[src/rtl/acc_rot_pkg.sv]
package acc_rot_pkg;
  typedef enum logic [2:0] {
    OP_RL   = 3'd0,
    OP_RR   = 3'd1,
    OP_RLC  = 3'd2,
    OP_RRC  = 3'd3,
    OP_SWAP = 3'd4,
    OP_XCH  = 3'd5,
    OP_XCHD = 3'd6,
    OP_NOP  = 3'd7
  } rot_op_e;

  function automatic logic is_two_mc(rot_op_e op);
    return (op == OP_XCH) || (op == OP_XCHD);
  endfunction
endpackage

[src/rtl/acc_rot_alu.sv]
module acc_rot_alu
  import acc_rot_pkg::*;
#(
  parameter int DATA_W = 8
) (
  input  rot_op_e             op_i,
  input  logic [DATA_W-1:0]   acc_i,
  input  logic                cy_i,
  input  logic [DATA_W-1:0]   opnd_i,
  output logic [DATA_W-1:0]   acc_o,
  output logic                cy_o,
  output logic [DATA_W-1:0]   opnd_o
);
  localparam int NIB = DATA_W / 2;

  always_comb begin
    acc_o  = acc_i;
    cy_o   = cy_i;
    opnd_o = opnd_i;
    unique case (op_i)
      OP_RL:   acc_o = {acc_i[DATA_W-2:0], acc_i[DATA_W-1]};
      OP_RR:   acc_o = {acc_i[0], acc_i[DATA_W-1:1]};
      OP_RLC: begin
        acc_o = {acc_i[DATA_W-2:0], cy_i};
        cy_o  = acc_i[DATA_W-1];
      end
      OP_RRC: begin
        acc_o = {cy_i, acc_i[DATA_W-1:1]};
        cy_o  = acc_i[0];
      end
      OP_SWAP: acc_o = {acc_i[NIB-1:0], acc_i[DATA_W-1:NIB]};
      OP_XCH: begin
        acc_o  = opnd_i;
        opnd_o = acc_i;
      end
      OP_XCHD: begin
        acc_o  = {acc_i[DATA_W-1:NIB], opnd_i[NIB-1:0]};
        opnd_o = {opnd_i[DATA_W-1:NIB], acc_i[NIB-1:0]};
      end
      default: ;
    endcase
  end
endmodule

[src/rtl/acc_rot_timer.sv]
module acc_rot_timer #(
  parameter int MC_CLKS = 2
) (
  input  logic clk_i,
  input  logic rst_ni,
  input  logic start_i,
  input  logic two_mc_i,
  output logic accept_o,
  output logic busy_o,
  output logic fire_o
);
  localparam int MAX_CLKS = 2 * MC_CLKS;
  localparam int CW       = $clog2(MAX_CLKS + 1);

  logic [CW-1:0] remain_q;
  logic          two_mc_q;

  assign accept_o = start_i && !busy_o;
  assign fire_o   = busy_o && (remain_q == '0);

  always_ff @(posedge clk_i or negedge rst_ni) begin
    if (!rst_ni) begin
      busy_o   <= 1'b0;
      remain_q <= '0;
      two_mc_q <= 1'b0;
    end else if (accept_o) begin
      busy_o   <= 1'b1;
      two_mc_q <= two_mc_i;
      remain_q <= two_mc_i ? CW'(MAX_CLKS - 1) : CW'(MC_CLKS - 1);
    end else if (fire_o) begin
      busy_o <= 1'b0;
    end else if (busy_o) begin
      remain_q <= remain_q - 1'b1;
    end
  end

  // independent elapsed-clock counter for the cycle-count check
  logic [CW-1:0] elapsed_q;
  always_ff @(posedge clk_i or negedge rst_ni) begin
    if (!rst_ni)       elapsed_q <= '0;
    else if (accept_o) elapsed_q <= '0;
    else if (busy_o)   elapsed_q <= elapsed_q + 1'b1;
  end

  assert_mc_count_R9: assert property (@(posedge clk_i) disable iff (!rst_ni)
    fire_o |-> (int'(elapsed_q) == (two_mc_q ? MAX_CLKS - 1 : MC_CLKS - 1)));

  assert_busy_ends_R9: assert property (@(posedge clk_i) disable iff (!rst_ni)
    fire_o |=> !busy_o);
endmodule

[src/rtl/acc_rot_unit.sv]
module acc_rot_unit
  import acc_rot_pkg::*;
#(
  parameter int DATA_W  = 8,
  parameter int MC_CLKS = 2
) (
  input  logic              clk_i,
  input  logic              rst_ni,
  input  logic              start_i,
  input  logic [2:0]        op_i,
  input  logic [DATA_W-1:0] acc_i,
  input  logic              cy_i,
  input  logic [DATA_W-1:0] opnd_i,
  output logic [DATA_W-1:0] acc_o,
  output logic              cy_o,
  output logic [DATA_W-1:0] opnd_o,
  output logic              done_o
);
  rot_op_e           op_q;
  logic [DATA_W-1:0] acc_q, opnd_q, acc_n, opnd_n;
  logic              cy_q, cy_n;
  logic              accept, busy, fire;

  acc_rot_timer #(.MC_CLKS(MC_CLKS)) u_timer (
    .clk_i    (clk_i),
    .rst_ni   (rst_ni),
    .start_i  (start_i),
    .two_mc_i (is_two_mc(rot_op_e'(op_i))),
    .accept_o (accept),
    .busy_o   (busy),
    .fire_o   (fire)
  );

  always_ff @(posedge clk_i or negedge rst_ni) begin
    if (!rst_ni) begin
      op_q   <= OP_NOP;
      acc_q  <= '0;
      cy_q   <= 1'b0;
      opnd_q <= '0;
    end else if (accept) begin
      op_q   <= rot_op_e'(op_i);
      acc_q  <= acc_i;
      cy_q   <= cy_i;
      opnd_q <= opnd_i;
    end
  end

  acc_rot_alu #(.DATA_W(DATA_W)) u_alu (
    .op_i   (op_q),
    .acc_i  (acc_q),
    .cy_i   (cy_q),
    .opnd_i (opnd_q),
    .acc_o  (acc_n),
    .cy_o   (cy_n),
    .opnd_o (opnd_n)
  );

  always_ff @(posedge clk_i or negedge rst_ni) begin
    if (!rst_ni) begin
      acc_o  <= '0;
      cy_o   <= 1'b0;
      opnd_o <= '0;
      done_o <= 1'b0;
    end else begin
      done_o <= fire;
      if (fire) begin
        acc_o  <= acc_n;
        cy_o   <= cy_n;
        opnd_o <= opnd_n;
      end
    end
  end

  assert_done_pulse_R10: assert property (@(posedge clk_i) disable iff (!rst_ni)
    done_o |=> !done_o);

  assert_hold_R10: assert property (@(posedge clk_i) disable iff (!rst_ni)
    !done_o |-> ($stable(acc_o) && $stable(cy_o) && $stable(opnd_o)));

  assert_ignore_start_R11: assert property (@(posedge clk_i) disable iff (!rst_ni)
    busy |=> ($stable(op_q) && $stable(acc_q) && $stable(opnd_q)));

  assert_keep_carry_R4: assert property (@(posedge clk_i) disable iff (!rst_ni)
    (done_o && (op_q == OP_RL || op_q == OP_RR || op_q == OP_SWAP))
      |-> (cy_o == cy_q && $countones(acc_o) == $countones(acc_q)));

  assert_thru_carry_R3: assert property (@(posedge clk_i) disable iff (!rst_ni)
    (done_o && (op_q == OP_RLC || op_q == OP_RRC))
      |-> ($countones({acc_o, cy_o}) == $countones({acc_q, cy_q})));

  assert_exch_bits_R6: assert property (@(posedge clk_i) disable iff (!rst_ni)
    (done_o && (op_q == OP_XCH || op_q == OP_XCHD))
      |-> (cy_o == cy_q && $countones({acc_o, opnd_o}) == $countones({acc_q, opnd_q})));

  assert_nop_R8: assert property (@(posedge clk_i) disable iff (!rst_ni)
    (done_o && op_q == OP_NOP)
      |-> (acc_o == acc_q && cy_o == cy_q && opnd_o == opnd_q));
endmodule

[config.mk]
export PLATFORM = sky130hd
export DESIGN_NAME = acc_rot_unit
export DESIGN_NICKNAME = d
export VERILOG_FILES = /design/src/rtl/acc_rot_pkg.sv /design/src/rtl/acc_rot_alu.sv /design/src/rtl/acc_rot_timer.sv /design/src/rtl/acc_rot_unit.sv
export SDC_FILE = /design/constraint.sdc
export NUM_CORES = 1
export LEC_CHECK = 0
export BUFFER_PORTS_ARGS = -buffer_cell sky130_fd_sc_hd__clkbuf_2
export CORE_MARGIN = 5
export CORE_UTILIZATION = 50
export CTS_BUF_LIST = sky130_fd_sc_hd__clkbuf_8
export CTS_CLUSTER_DIAMETER = 120
export DETAILED_ROUTE_END_ITERATION = 6
export PLACE_DENSITY_LB_ADDON = 0.12
export SYNTH_ARGS = -nofsm -noshare
export SYNTH_HDL_FRONTEND = slang
export SYNTH_SLANG_ARGS = --single-unit
[constraint.sdc]
create_clock -name clk_i -period 1.9 [get_ports clk_i]
set_clock_uncertainty 0.1 [all_clocks]
set_input_delay 0.38 -clock clk_i [delete_from_list [all_inputs] [get_ports clk_i]]
set_output_delay 0.38 -clock clk_i [all_outputs]
set_load 0.02 [all_outputs]
-- Yosys cells after proc, flatten, opt, wreduce, memory -nomap -nowiden
Cells that the tools add are included.
- eq/ne operators: 9
- reduce and logical (&&, ||, !) cells: 9
- add/sub/neg operators: 1
- mux-type cells: 9
- operators by type and width (kind ; count):
    case mux 8 bit (7 select lines) ; 1
    case mux 8 bit (2 select lines) ; 1
    == test 3 bit, second input constant ; 5
    2-to-1 mux 3 bit ; 3
    == test 3 x 2 -> 1 bit, second input constant ; 2
    zero test 3 bit ; 2
    nonzero test 2 bit ; 2
    == test 3 x 1 -> 1 bit, second input constant ; 1
    subtractor 3 x 1 -> 3 bit, second input constant ; 1
    logical AND 1 bit ; 2
    2-to-1 mux 1 bit ; 2
    2-to-1 mux 2 bit ; 1
    != test 2 bit, second input constant ; 1
    case mux 1 bit (2 select lines) ; 1
    AND reduction 2 bit ; 1
    zero test 1 bit ; 1
    logical OR 1 bit ; 1
- output and inout port bits: 18
- register bits after elaboration: 42
- word-level logic and storage cells: 38
- input port bits: 23

-- Longest topological paths before layout
Gate-level depths: netlist (run 1).
- depth in word-level cells: 4
- mapped depth: 8
- depth with buffers taken out: 8

-- Cells and area by module
From an unflattened synthesis (run 1), not the netlist that was laid out.
- cells, all modules: 169
- area total of the unflattened synthesis: 2252.2 µm²
- by module, submodules not included (module ; sequential area each (µm²) ; times used ; area an instance (µm²) ; cells each):
    acc_rot_unit ; 954.7 ; 1 ; 1465.2 ; 81
    acc_rot_alu ; 0.0 ; 1 ; 559.3 ; 67
    acc_rot_timer ; 100.1 ; 1 ; 227.7 ; 21

-- Least setup slack after synthesis (run 1)
Ideal clock, no wire load.
- kind: reg-to-reg
- start point: register u_timer.remain_q[0]
- end point: register acc_o[3]
- clock period less this slack: 1.621 ns
- setup slack: 0.279 ns
- path buffers: 1
- data arrival time: 1.385 ns
- data required time: 1.664 ns
- cell stages (with the launch flop): 8
- library setup time: 0.136 ns
- cells stage by stage: dfrtp_1 -> inv_1 -> ha_1 -> ha_1 -> nand2_1 -> clkbuf_1 -> a221oi_1 -> a31oi_1
- cells in the longest elaborated chain, start to end: 2
- ends and longest elaborated chain (item ; RTL line ; source):
    start: declaration ; acc_rot_timer.sv:15 ; logic [CW-1:0] remain_q;
    start signal: assignment ; acc_rot_timer.sv:29 ; remain_q <= two_mc_i ? CW'(MAX_CLKS - 1) : CW'(MC_CLKS - 1);
    start signal: assignment ; acc_rot_timer.sv:33 ; remain_q <= remain_q - 1'b1;
    zero test 3 bit ; acc_rot_timer.sv:19 ; assign fire_o = busy_o && (remain_q == '0);
    logical AND 1 bit ; acc_rot_timer.sv:19 ;
    end signal: assignment ; acc_rot_unit.sv:67 ; acc_o <= acc_n;
    end: declaration ; acc_rot_unit.sv:14 ; output logic [DATA_W-1:0] acc_o,
Every way passes these cells.
A chain may end at the register's enable or synchronous reset.

-- Worst setup path in the final report (run 1)
- start point: register u_timer.remain_q[0]
- end point: register acc_o[4]
The elaborated chain is that of the path after synthesis.

==> results.rst, run 1 <==
.. list-table::
   :header-rows: 1

   * - Metric
     - Value
   * - Outcome
     - completed
   * - # IOs
     - 41
   * - Syn Area/Cell
     - 10.9 µm²
   * - Worst r2r dst
     - acc_o[4]
   * - Leakage power total
     - 1.17 nW
   * - Number of design-rule violations left by the first detailed-router iteration
     - 152
   * - Clock root buffer
     - clkbuf_8
   * - Antenna violations before repair
     - 0
   * - Sinks on Clock Net
     - 42
   * - Number of instances in the synthesized netlist
     - 191
   * - Start of the worst register-to-register path
     - u_timer.remain_q[0]
   * - Number of synthesis warnings
     - 0
   * - Data required, critical path
     - 1.98 ns
   * - Pin count of the biggest net entering global routing
     - 23
   * - Number of H-tree levels
     - 2
   * - Critical path cell sequence
     - inv_1, ha_1, ha_2, nand2_2, buf_12, a221oi_2, o21ai_1, o22a_1
   * - Number of diodes added for antenna fixing
     - 0
   * - Width of the chip
     - 74.6 µm
   * - Arrival time of data at the critical path endpoint
     - 1.83 ns
   * - Sum of negative setup slack
     - 0 ns
   * - DRC violations left
     - 0
   * - Detailed-routing iteration count for the pre-antenna-repair pass
     - 4
   * - Post-synthesis async set-or-reset flop share
     - 1.00
   * - Transition time at the pin with the least slew margin
     - 0.558 ns
   * - Max clock buf depth
     - 2
   * - Path depth of the worst reg2reg path
     - 8
   * - Ratio of routed vias to standard cells
     - 5.84
   * - IO buf count
     - 40
   * - Worst Setup Slack, final
     - 0.149 ns
   * - Worst slew margin relative to its limit
     - 0.628
   * - WL per Instance
     - 17.0 µm
   * - Critical setup path kind
     - flip-flop to flip-flop
   * - Final estimated routing congestion in global placement
     - 0.865
   * - Design Area, Final
     - 2480 µm²
   * - Area inside the core boundary
     - 4030 µm²
   * - Footprint of the flip-flops and latches
     - 1050 µm²
   * - Critical path peak fanout
     - 22
   * - Total power divided by cell area
     - 1900 nW/µm²
   * - Startpoint types
     - flip-flop
   * - Global route total overflow
     - 0
   * - Setup Slack @ Placement
     - 0.127 ns
   * - Post-route worst hold slack
     - 0.194 ns
   * - Post-place instance area
     - 2360 µm²
   * - Nets@finish
     - 259
   * - Element type at the critical path end
     - flip-flop
   * - Pwr Total
     - 4.70 mW
   * - Number of enable flip-flop cells after synthesis
     - 0
   * - Final Max Tran Viols
     - 0
   * - Half-perimeter wire length after detailed placement
     - 3610 µm
   * - Final hold viol count
     - 0
   * - Hold Path Sink
     - acc_q[2]
   * - Max stage delay on crit path
     - 0.39 ns
   * - Total number of placement rows
     - 23
   * - Clock tree from TritonCTS
     - yes
   * - Mapped Area
     - 2090 µm²
   * - Layer carrying the most global-route usage
     - met2
   * - Total global routing track utilization
     - 0.197
   * - Area of the multi-input gates
     - 941 µm²
   * - Reg clk slew, reported paths
     - 0.08 ns
   * - Cell at the slowest stage of the critical path
     - dfrtp_1
   * - Fraction of final layout cells with drive strength greater than 1
     - 0.302
   * - Number of synthesized register bits
     - 42
   * - Via count of the first global-routing pass
     - 1737
   * - Tmin final
     - 1.75 ns
   * - Max-cap violations
     - 0
   * - GR met1 Demand/Resource
     - 0.261
   * - Path class of the lowest-slack min-delay path
     - primary input to flip-flop
   * - Die height
     - 74.6 µm
   * - Fill cell instance count of the final layout
     - 365
   * - Wire length after detailed routing
     - 4840 µm
   * - Launch point of the worst hold path
     - acc_i[2]
   * - Global-route track usage on met3
     - 0.0320
   * - Unrepaired setup endpoints after global routing
     - false
   * - Clock latency of the later-clocked register in the worst-skew pair
     - 0.30 ns
   * - Wire length of the first global-routing pass
     - 8340 µm
   * - Setup Viol. Count Final
     - 0
   * - Share of the cycle needed by the critical path after routing
     - 0.922
   * - Distinct cell type count after synthesis
     - 43
   * - Initial cell density of the core
     - 0.519
   * - Total number of vias
     - 1665
   * - Top achievable clock speed
     - 571 MHz
   * - Primary flip-flop cell chosen by synthesis mapping
     - dfrtp_1
   * - CTS Buf Count
     - 5
   * - Hold path depth
     - 2
   * - Layout overhead on the synthesized area
     - 18.7%
   * - Area of the die
     - 5570 µm²
   * - Register-to-Register Setup Slack
     - 0.15 ns
   * - Share of the yosys chip area belonging to registers
     - 0.505
   * - Maximum ir drop on the vdd rail
     - 0.875 mV
   * - Post-Synthesis Net Count
     - 216
   * - Antenna Nets Post-Route
     - 0
   * - Met2 Resource Use GR
     - 0.326
[metal layers]
| metal | wire length (µm) | share of wire |
|---|---|---|
| met1 | 2040 | 0.42 |
| met4 | 71 | 0.015 |
| met5 | 0 | 0 |
| met2 | 2420 | 0.50 |
| met3 | 312 | 0.064 |
[cells by family after synthesis]
kind of cell | Yosys count | synth area share
xor gates and xnor gates | 2 | 0.0120
buffers and inverters | 19 | 0.0485
adders and majority gates | 2 | 0.0120
DFF | 42 | 0.505
and+or+nand+nor | 49 | 0.116
AOI/OAI and AO/OA | 50 | 0.162
muxes | 27 | 0.146
[cells in the mapped netlist (all sizes together), types with 2 or more instances]
cell type,n,share of area
dfstp,3,0.038
buf,10,0.032
and2,2,0.0072
and2b,4,0.014
o21ai,17,0.041
nor2,6,0.012
inv,7,0.013
a32oi,2,0.0084
a221oi,5,0.027
dfrtp,39,0.47
nand2,24,0.044
o22a,4,0.017
o21a,2,0.0072
a21oi,8,0.019
a31oi,4,0.012
mux2,17,0.092
ha,2,0.012
o221ai,2,0.0084
o22ai,2,0.0060
nand3,7,0.017
mux2i,9,0.043
clkbuf,2,0.0036
[worst max-delay path: cells and delay by family (launching register included)]
family | cells | cell delay, ns
compound gates | 3 | 0.45
simple gates | 1 | 0.09
fa+ha+maj | 2 | 0.36
buf+inv | 2 | 0.24
flops | 1 | 0.39
[where the power goes]
group          switching (mW)  leakage (nW)  internal [mW]  total, mW
sequential              0.518         0.496           1.37       1.89
combinational            1.16         0.614          0.953       2.12
clock                   0.308        0.0579          0.387      0.695
total                    1.99          1.17           2.71       4.70
[through the flow]
stage / cells / utilization
after global placement: 276 / 0.585
after global routing: 285 / 0.616
after detailed placement: 276 / 0.585
after floorplan: 191 / -
after CTS: 285 / 0.615
final: 285 / 0.616
[layout by cell type, fill, tap and decap left out, types with 7 or more instances in the layout]
cell type  instances
a21oi_1            8
o21ai_1           14
mux2i_1            9
clkbuf_2          40
nand2_1           22
dfrtp_1           39
mux2_1            17
nand3_1            7
[layout make-up]
type / instances / area share
Multi-Input combinational cell: 130 / 0.379
Clock inverter: 3 / 0.0161
Timing Repair Buffer: 48 / 0.116
Inverter: 7 / 0.0106
Tap cell: 50 / 0.0252
Sequential cell: 42 / 0.425
Clock buffer: 5 / 0.0277
[sequential cells by signal (all words and copies together), names as in the netlist]
signal	cells
cy_q	1
u_timer.busy_o	1
acc_q	8
acc_o	8
cy_o	1
opnd_o	8
opnd_q	8
op_q	3
done_o	1
u_timer.remain_q	3
[worst max-delay path by stage]
stage,start,end,slack (ns),cells past startpoint
2_1_floorplan,u_timer.remain_q[0],acc_o[3],0.28,7
3_3_place_gp,u_timer.remain_q[0],acc_o[4],0.23,8
3_5_place_dp,u_timer.remain_q[0],u_timer.remain_q[1],0.13,8
4_1_cts,u_timer.remain_q[0],acc_o[4],0.11,8
5_1_grt,u_timer.remain_q[0],acc_o[4],0.02,8
6_report,u_timer.remain_q[0],acc_o[4],0.15,8
[timing repair]
| item | in CTS | in global routing |
|---|---|---|
| gates resized for setup | 0 | 2 |
| setup buffers | 0 | 0 |
| hold endpoints to repair | 20 | 0 |
| endpoints found under the setup margin | 0 | 2 |
| hold buffers | 1 | 0 |
(Power assumes the default switching activity.)
==> run 2, diff against run 1 <==
--- a/config.mk
+++ b/config.mk
@@ -11,7 +11,10 @@
 export CTS_BUF_LIST = sky130_fd_sc_hd__clkbuf_8
 export CTS_CLUSTER_DIAMETER = 120
 export DETAILED_ROUTE_END_ITERATION = 6
+export GPL_ROUTABILITY_DRIVEN = 0
+export GPL_TIMING_DRIVEN = 0
 export PLACE_DENSITY_LB_ADDON = 0.12
 export SYNTH_ARGS = -nofsm -noshare
 export SYNTH_HDL_FRONTEND = slang
+export SYNTH_HIERARCHICAL = 1
 export SYNTH_SLANG_ARGS = --single-unit
==> run 2 against run 1 <==
Effect of this change: combinational power up 33%; highest routed layer unchanged; worst hold slack got worse by 0.053 ns; design area is 4.9% higher; synthesized area is 7.8% higher; critical path depth shrank 3; clock power is 23% lower; fmax shrank 3.5%; non-clock buffer count grew 3; worst setup slack got worse by 0.063 ns; sequential power shrank 6%; register-to-register slack worse by 0.06 ns; first-iteration DRC count unchanged.
==> results.rst, run 2 <==
.. list-table::
   :header-rows: 1

   * - Metric
     - Value
   * - DRC violations left
     - 0 (unchanged)
   * - # IOs
     - 41 (unchanged)
   * - Path depth of the worst reg2reg path
     - 5 (was 8)
   * - Post-place instance area
     - 2520 µm² (was 2360 µm²)
   * - Global route total overflow
     - 0 (unchanged)
   * - Most used standard cells in the synthesized netlist
     - dfrtp_1, mux2_2, mux2_4 (was dfrtp_1, nand2_1, mux2_1)
   * - Commonest non-fill, non-tap cell in the layout
     - clkbuf_2 (unchanged)
   * - Leading area contributor after synthesis
     - dfrtp_1 (unchanged)
   * - Element type at the critical path end
     - flip-flop (unchanged)
   * - Nets@finish
     - 241 (was 259)
   * - Hold-fix buffer count after cts
     - 0 (was 1)
   * - Area inside the core boundary
     - 4350 µm² (was 4030 µm²)
   * - Sinks on Clock Net
     - 42 (unchanged)
   * - Critical path peak fanout
     - 10 (was 22)
   * - Half-perimeter wire length after detailed placement
     - 3400 µm (was 3610 µm)
   * - Internal power consumption
     - 3.12 mW (was 2.71 mW)
   * - Ratio of routed vias to standard cells
     - 5.68 (was 5.84)
   * - Pin count of the biggest net entering global routing
     - 43 (was 23)
   * - Critical setup path kind
     - flip-flop to flip-flop (unchanged)
   * - Via count of the first global-routing pass
     - 1677 (was 1737)
   * - Clock tree from TritonCTS
     - yes (unchanged)
   * - Number of synthesis warnings
     - 6 (was 0)
   * - Top achievable clock speed
     - 551 MHz (was 571 MHz)
   * - Total number of placement rows
     - 24 (was 23)
   * - Worst slew margin relative to its limit
     - 0.327 (was 0.628)
   * - Post-route worst hold slack
     - 0.141 ns (was 0.194 ns)
   * - Reg clk slew, reported paths
     - 0.07 ns (was 0.08 ns)
   * - Post-Synthesis Net Count
     - 194 (was 216)
   * - Number of buffers inserted by post-CTS setup repair
     - 0 (unchanged)
   * - Max clock buf depth
     - 2 (unchanged)
   * - Clock root buffer
     - clkbuf_8 (unchanged)
   * - Met2 Resource Use GR
     - 0.272 (was 0.326)
   * - Worst Setup Slack, final
     - 0.0857 ns (was 0.149 ns)
   * - Number of synthesized register bits
     - 42 (unchanged)
   * - Setup Viol. Count Final
     - 0 (unchanged)
   * - Max stage delay on crit path
     - 0.55 ns (was 0.39 ns)
   * - Fraction of final layout cells with drive strength greater than 1
     - 0.521 (was 0.302)
   * - Tmin final
     - 1.81 ns (was 1.75 ns)
   * - Max-cap violations
     - 0 (unchanged)
   * - Sum of negative setup slack
     - 0 ns (unchanged)
   * - Total number of vias
     - 1529 (was 1665)
   * - Leakage power total
     - 1.21 nW (was 1.17 nW)
   * - Antenna violations before repair
     - 0 (unchanged)
   * - Most frequent cell after synthesis
     - dfrtp_1 (unchanged)
   * - Number of enable flip-flop cells after synthesis
     - 0 (unchanged)
   * - Clock share of power
     - 0.104 (was 0.148)
   * - Final hold viol count
     - 0 (unchanged)
   * - Setup Slack @ Placement
     - 0.0688 ns (was 0.127 ns)
   * - Wire length after detailed routing
     - 4630 µm (was 4840 µm)
   * - Number of H-tree levels
     - 2 (unchanged)
   * - IO buf count
     - 40 (unchanged)
   * - Register-to-Register Setup Slack
     - 0.09 ns (was 0.15 ns)
   * - Arrival time of data at the critical path endpoint
     - 1.90 ns (was 1.83 ns)
   * - Register share of total power
     - 0.347 (was 0.402)
   * - Transition time at the pin with the least slew margin
     - 1.01 ns (was 0.558 ns)
   * - GR met1 Demand/Resource
     - 0.197 (was 0.261)
   * - Startpoint types
     - flip-flop (unchanged)
   * - Layer carrying the most global-route usage
     - met2 (unchanged)
   * - Layout overhead on the synthesized area
     - 15.6% (was 18.7%)
   * - Number of diodes added for antenna fixing
     - 0 (unchanged)
   * - Final Max Tran Viols
     - 0 (unchanged)
   * - Most frequent cells in the layout
     - clkbuf_2, dfrtp_1, mux2_2, mux2_4, mux2i_1 (was clkbuf_2, dfrtp_1, nand2_1, mux2_1, o21ai_1)
   * - Cell at the slowest stage of the critical path
     - dfstp_2 (was dfrtp_1)
   * - Wire length of the first global-routing pass
     - 7780 µm (was 8340 µm)
   * - Die height
     - 77.1 µm (was 74.6 µm)
   * - Total global routing track utilization
     - 0.165 (was 0.197)
   * - Primary flip-flop cell chosen by synthesis mapping
     - dfrtp_1 (unchanged)
   * - Total power divided by cell area
     - 1980 nW/µm² (was 1900 nW/µm²)
   * - Clock latency of the later-clocked register in the worst-skew pair
     - 0.30 ns (about the same)
   * - Detailed-routing iteration count for the pre-antenna-repair pass
     - 4 (unchanged)
   * - Global-route track usage on met3
     - 0.0468 (was 0.0320)
   * - WL per Instance
     - 17.2 µm (was 17.0 µm)
   * - Start of the worst register-to-register path
     - op_q[1] (was u_timer.remain_q[0])
   * - Initial cell density of the core
     - 0.517 (was 0.519)
   * - Number of design-rule violations left by the first detailed-router iteration
     - 152 (unchanged)
   * - Distinct cell type count after synthesis
     - 40 (was 43)
   * - Critical path cell sequence
     - buf_6, buf_2, a211oi_1, a311o_1, mux2_2 (was inv_1, ha_1, ha_2, nand2_2, buf_12, a221oi_2, o21ai_1, o22a_1)
   * - Pwr Total
     - 5.14 mW (was 4.70 mW)
   * - Area of the die
     - 5950 µm² (was 5570 µm²)
   * - Outcome
     - completed (unchanged)
   * - Worst r2r dst
     - acc_o[7] (was acc_o[4])
   * - Share of the yosys chip area belonging to registers
     - 0.468 (was 0.505)
   * - Design Area, Final
     - 2600 µm² (was 2480 µm²)
   * - Syn Area/Cell
     - 13.3 µm² (was 10.9 µm²)
   * - Cell types with the largest area share after synthesis
     - dfrtp_1, mux2_2, mux2_4 (was dfrtp_1, mux2_1, mux2i_1)
   * - Mapped Area
     - 2250 µm² (was 2090 µm²)
   * - Path class of the lowest-slack min-delay path
     - primary input to asynchronous set/reset pin (was primary input to flip-flop)
   * - Post-synthesis async set-or-reset flop share
     - 1.00 (unchanged)
   * - Antenna Nets Post-Route
     - 0 (unchanged)
   * - Width of the chip
     - 77.1 µm (was 74.6 µm)
   * - Share of the cycle needed by the critical path after routing
     - 0.955 (was 0.922)
   * - Area fraction of the dominant cell type after synthesis
     - 0.433 (was 0.467)
   * - Number of instances in the synthesized netlist
     - 169 (was 191)
   * - Unrepaired setup endpoints after global routing
     - false (unchanged)
   * - Logic pwr share
     - 0.549 (was 0.450)
   * - Maximum ir drop on the vdd rail
     - 0.704 mV (was 0.875 mV)
   * - Switching power summed over all nets
     - 2.02 mW (was 1.99 mW)
   * - Fraction of power spent switching nets
     - 0.393 (was 0.423)
   * - Data required, critical path
     - 1.98 ns (about the same)
   * - CTS Buf Count
     - 5 (unchanged)
## run 2: final cells by class
cell class	count	area, µm²
repair buffers	40	200
clock buffers	5	68.8
inverters	4	15.0
plain buffers	11	96.3
well taps	52	65.1
multi-input cells	112	1090
clock inverters	3	11.3
flip-flops and latches	42	1050
fillers	350	1750
## run 2: timing repair
| item | CTS | global route |
|---|---|---|
| gates resized for setup | 0 | 1 |
| setup endpoints to repair | 0 | 1 |
| hold endpoints to repair | 0 | 0 |
## run 2: worst max-delay path, delay by kind of cell (launching register included)
| kind | cells | cell delay, ns |
|---|---|---|
| muxes | 1 | 0.26 |
| buffers and inverters | 2 | 0.39 |
| AOI/OAI and AO/OA | 2 | 0.40 |
| DFF | 1 | 0.55 |
## run 2: cells by family (layout without fill, tap and decap cells)
logic type | count (synthesis) | in the layout | synth area share
XOR/XNOR | 3 | 3 | 0.0200
AO/OA/AOI/OAI | 29 | 29 | 0.0883
adder cells (fa/ha/maj) | 2 | 2 | 0.0111
flip-flops | 42 | 42 | 0.468
multiplexers | 56 | 56 | 0.299
AND/OR/NAND/NOR | 22 | 22 | 0.0639
buffers and inverters | 15 | 63 | 0.0494
## run 2: stage by stage
step                      std cells   util
after floorplan                 169      -
after global placement          261  0.578
after detailed placement        261  0.578
after CTS                       269  0.597
after global routing            269  0.598
final                           269  0.598
## run 2: worst max path at each step
stage	start	endpoint	slack, ns	depth (start not counted)
after floorplan	op_q[0]	opnd_o[0]	0.20	5
after global placement	op_q[1]	opnd_o[6]	0.09	5
after detailed placement	op_q[1]	opnd_o[5]	0.07	5
after CTS	op_q[1]	opnd_o[5]	0.05	5
after global routing	op_q[0]	acc_o[7]	0.02	5
final	op_q[1]	acc_o[7]	0.09	5
## run 2: power by group through the flow
stage / Combinational [mW] / Sequential [mW] / Clock (mW)
finish: 2.82 / 1.78 / 0.537
detailed placement: 2.80 / 1.81 / 0
floorplan: 2.01 / 1.91 / 0
CTS: 2.82 / 1.79 / 0.556
global route: 3.01 / 1.86 / 0.584
global placement: 2.71 / 1.78 / 0
## run 2: metal layers
metal  share of wire  wire, µm
met1            0.41      1920
met3           0.075       345
met4           0.019        90
met5               0         0
met2            0.49      2270
==> run 3, diff against run 2 <==
--- a/config.mk
+++ b/config.mk
@@ -14,6 +14,7 @@
 export GPL_ROUTABILITY_DRIVEN = 0
 export GPL_TIMING_DRIVEN = 0
 export PLACE_DENSITY_LB_ADDON = 0.12
+export REMOVE_ABC_BUFFERS = 1
 export SYNTH_ARGS = -nofsm -noshare
 export SYNTH_HDL_FRONTEND = slang
 export SYNTH_HIERARCHICAL = 1
==> run 3 against run 2 <==
Effect of this change: critical path depth is 1 lower; combinational power down 11%; via count decreased by 3.5%; clock-buffer cell count up 1; critical path type unchanged; critical endpoint unchanged.
==> results.rst, run 3 (synthesis gave the netlist of run 2 again) <==
.. list-table::
   :header-rows: 1

   * - Metric
     - Value
   * - Max-cap violations
     - 0 (unchanged)
   * - Post-place instance area
     - 2420 µm² (was 2520 µm²)
   * - Clock tree from TritonCTS
     - yes (unchanged)
   * - CTS Buf Count
     - 5 (unchanged)
   * - Outcome
     - completed (unchanged)
   * - Share of the cycle needed by the critical path after routing
     - 0.976 (was 0.955)
   * - Worst slew margin relative to its limit
     - 0.311 (was 0.327)
   * - Area inside the core boundary
     - 4350 µm² (unchanged)
   * - Reg clk slew, reported paths
     - 0.08 ns (was 0.07 ns)
   * - Nets@finish
     - 233 (was 241)
   * - Final hold viol count
     - 0 (unchanged)
   * - Die height
     - 77.1 µm (unchanged)
   * - Area of the die
     - 5950 µm² (unchanged)
   * - Element type at the critical path end
     - flip-flop (unchanged)
   * - Pwr Total
     - 5.20 mW (was 5.14 mW)
   * - Number of design-rule violations left by the first detailed-router iteration
     - 62 (was 152)
   * - Max clock buf depth
     - 2 (unchanged)
   * - Antenna violations before repair
     - 0 (unchanged)
   * - Commonest non-fill, non-tap cell in the layout
     - clkbuf_2 (unchanged)
   * - Initial cell density of the core
     - 0.517 (unchanged)
   * - Top achievable clock speed
     - 539 MHz (was 551 MHz)
   * - Setup Viol. Count Final
     - 0 (unchanged)
   * - Clock latency of the later-clocked register in the worst-skew pair
     - 0.29 ns (was 0.30 ns)
   * - Fraction of final layout cells with drive strength greater than 1
     - 0.517 (was 0.521)
   * - Wire length after detailed routing
     - 4560 µm (was 4630 µm)
   * - Clock root buffer
     - clkbuf_8 (unchanged)
   * - Number of diodes added for antenna fixing
     - 0 (unchanged)
   * - Delay-heaviest family, CP
     - flip-flops (unchanged)
   * - Pin count of the biggest net entering global routing
     - 43 (unchanged)
   * - IO buf count
     - 40 (unchanged)
   * - Via count of the first global-routing pass
     - 1524 (was 1677)
   * - # IOs
     - 41 (unchanged)
   * - Data required, critical path
     - 1.98 ns (about the same)
   * - Design Area, Final
     - 2580 µm² (was 2600 µm²)
   * - Cell at the slowest stage of the critical path
     - dfstp_4 (was dfstp_2)
   * - Leakage power total
     - 1.18 nW (was 1.21 nW)
   * - Buffers plus inverters on the worst setup path
     - 0 (was 2)
   * - Total number of vias
     - 1475 (was 1529)
   * - Half-perimeter wire length after detailed placement
     - 3070 µm (was 3400 µm)
   * - Wire length of the first global-routing pass
     - 7670 µm (was 7780 µm)
   * - Total global routing track utilization
     - 0.159 (was 0.165)
   * - Total number of placement rows
     - 24 (unchanged)
   * - Critical path peak fanout
     - 12 (was 10)
   * - Most frequent cells in the layout
     - clkbuf_2, dfrtp_1, mux2_2, mux2_4, mux2i_1 (unchanged)
   * - Width of the chip
     - 77.1 µm (unchanged)
   * - Transition time at the pin with the least slew margin
     - 1.03 ns (was 1.01 ns)
   * - Ratio of routed vias to standard cells
     - 5.65 (was 5.68)
   * - Setup Slack @ Placement
     - -0.191 ns (was 0.0688 ns)
   * - Final Max Tran Viols
     - 0 (unchanged)
   * - Antenna Nets Post-Route
     - 0 (unchanged)
   * - Maximum ir drop on the vdd rail
     - 1.01 mV (was 0.704 mV)
   * - Startpoint types
     - flip-flop (unchanged)
   * - Critical path cell sequence
     - mux2i_1, a211oi_1, a311o_1, mux2_2 (was buf_6, buf_2, a211oi_1, a311o_1, mux2_2)
   * - Layout overhead on the synthesized area
     - 14.7% (was 15.6%)
   * - Tmin final
     - 1.85 ns (was 1.81 ns)
   * - Max stage delay on crit path
     - 0.74 ns (was 0.55 ns)
   * - Detailed-routing iteration count for the pre-antenna-repair pass
     - 4 (unchanged)
   * - Critical setup path kind
     - flip-flop to flip-flop (unchanged)
   * - Sum of negative setup slack
     - 0 ns (unchanged)
   * - Path class of the lowest-slack min-delay path
     - primary input to asynchronous set/reset pin (unchanged)
   * - Global route total overflow
     - 0 (unchanged)
   * - Arrival time of data at the critical path endpoint
     - 1.94 ns (was 1.90 ns)
   * - WL per Instance
     - 17.5 µm (was 17.2 µm)
   * - Total power divided by cell area
     - 2010 nW/µm² (was 1980 nW/µm²)
   * - Number of H-tree levels
     - 2 (unchanged)
   * - DRC violations left
     - 0 (unchanged)
   * - Sinks on Clock Net
     - 42 (unchanged)
   * - Worst Setup Slack, final
     - 0.0463 ns (was 0.0857 ns)
[run 3: stage by stage]
| step | util | std cells | hold WS, ns |
|---|---|---|---|
| detailed placement | 0.556 | 250 | 0.395 |
| floorplan | - | 158 | -0.0156 |
| finish | 0.593 | 261 | 0.148 |
| global route | 0.593 | 261 | 0.209 |
| CTS | 0.588 | 260 | 0.180 |
| global placement | 0.556 | 250 | 0.377 |
[run 3: final timing paths]
| kind | endpoint | startpoint | slack [ns] | depth (start not counted) |
|---|---|---|---|---|
| worst max-delay path | acc_o[7] | op_q[0] | 0.05 | 4 |
| worst min-delay path | opnd_q[2] | rst_ni | 0.15 | 1 |
| worst max register to register | acc_o[7] | op_q[0] | 0.05 | 4 |
| worst min register to register | u_timer/remain_q[1] | u_timer/remain_q[1] | 0.41 | 1 |
| max in group asynchronous | acc_q[5] | rst_ni | 0.91 | 1 |
| min in group clk_i | acc_q[1] | acc_i[1] | 0.21 | 2 |
[run 3: report_power, final]
group	switching [mW]	leakage [nW]	internal (mW)	total (mW)
Clock	0.301	0.0626	0.423	0.724
Sequential	0.562	0.497	1.40	1.96
Combinational	1.11	0.622	1.40	2.51
[run 3: cell type report]
class,instances,area [µm²]
clock buffers,6,82.6
clock inverters,2,33.8
fillers,361,1770
inverters,4,15.0
multi-input cells,112,1090
flip-flops and latches,42,1060
well taps,52,65.1
repair buffers,43,233
[run 3: what timing repair did]
item	4_1_cts	5_1_grt
hold buffers	0	0
gates resized for setup	3	1
endpoints found under the setup margin	25	9
setup buffers	2	1
cloned	0	0
[run 3: layer usage]
layer	up-vias	global-route usage	wire (µm)
met4	0	0.0464	35
met1	730	0.214	2050
met3	4	0.0468	244
li1	695	-	-
met5	-	0	0
met2	46	0.250	2240
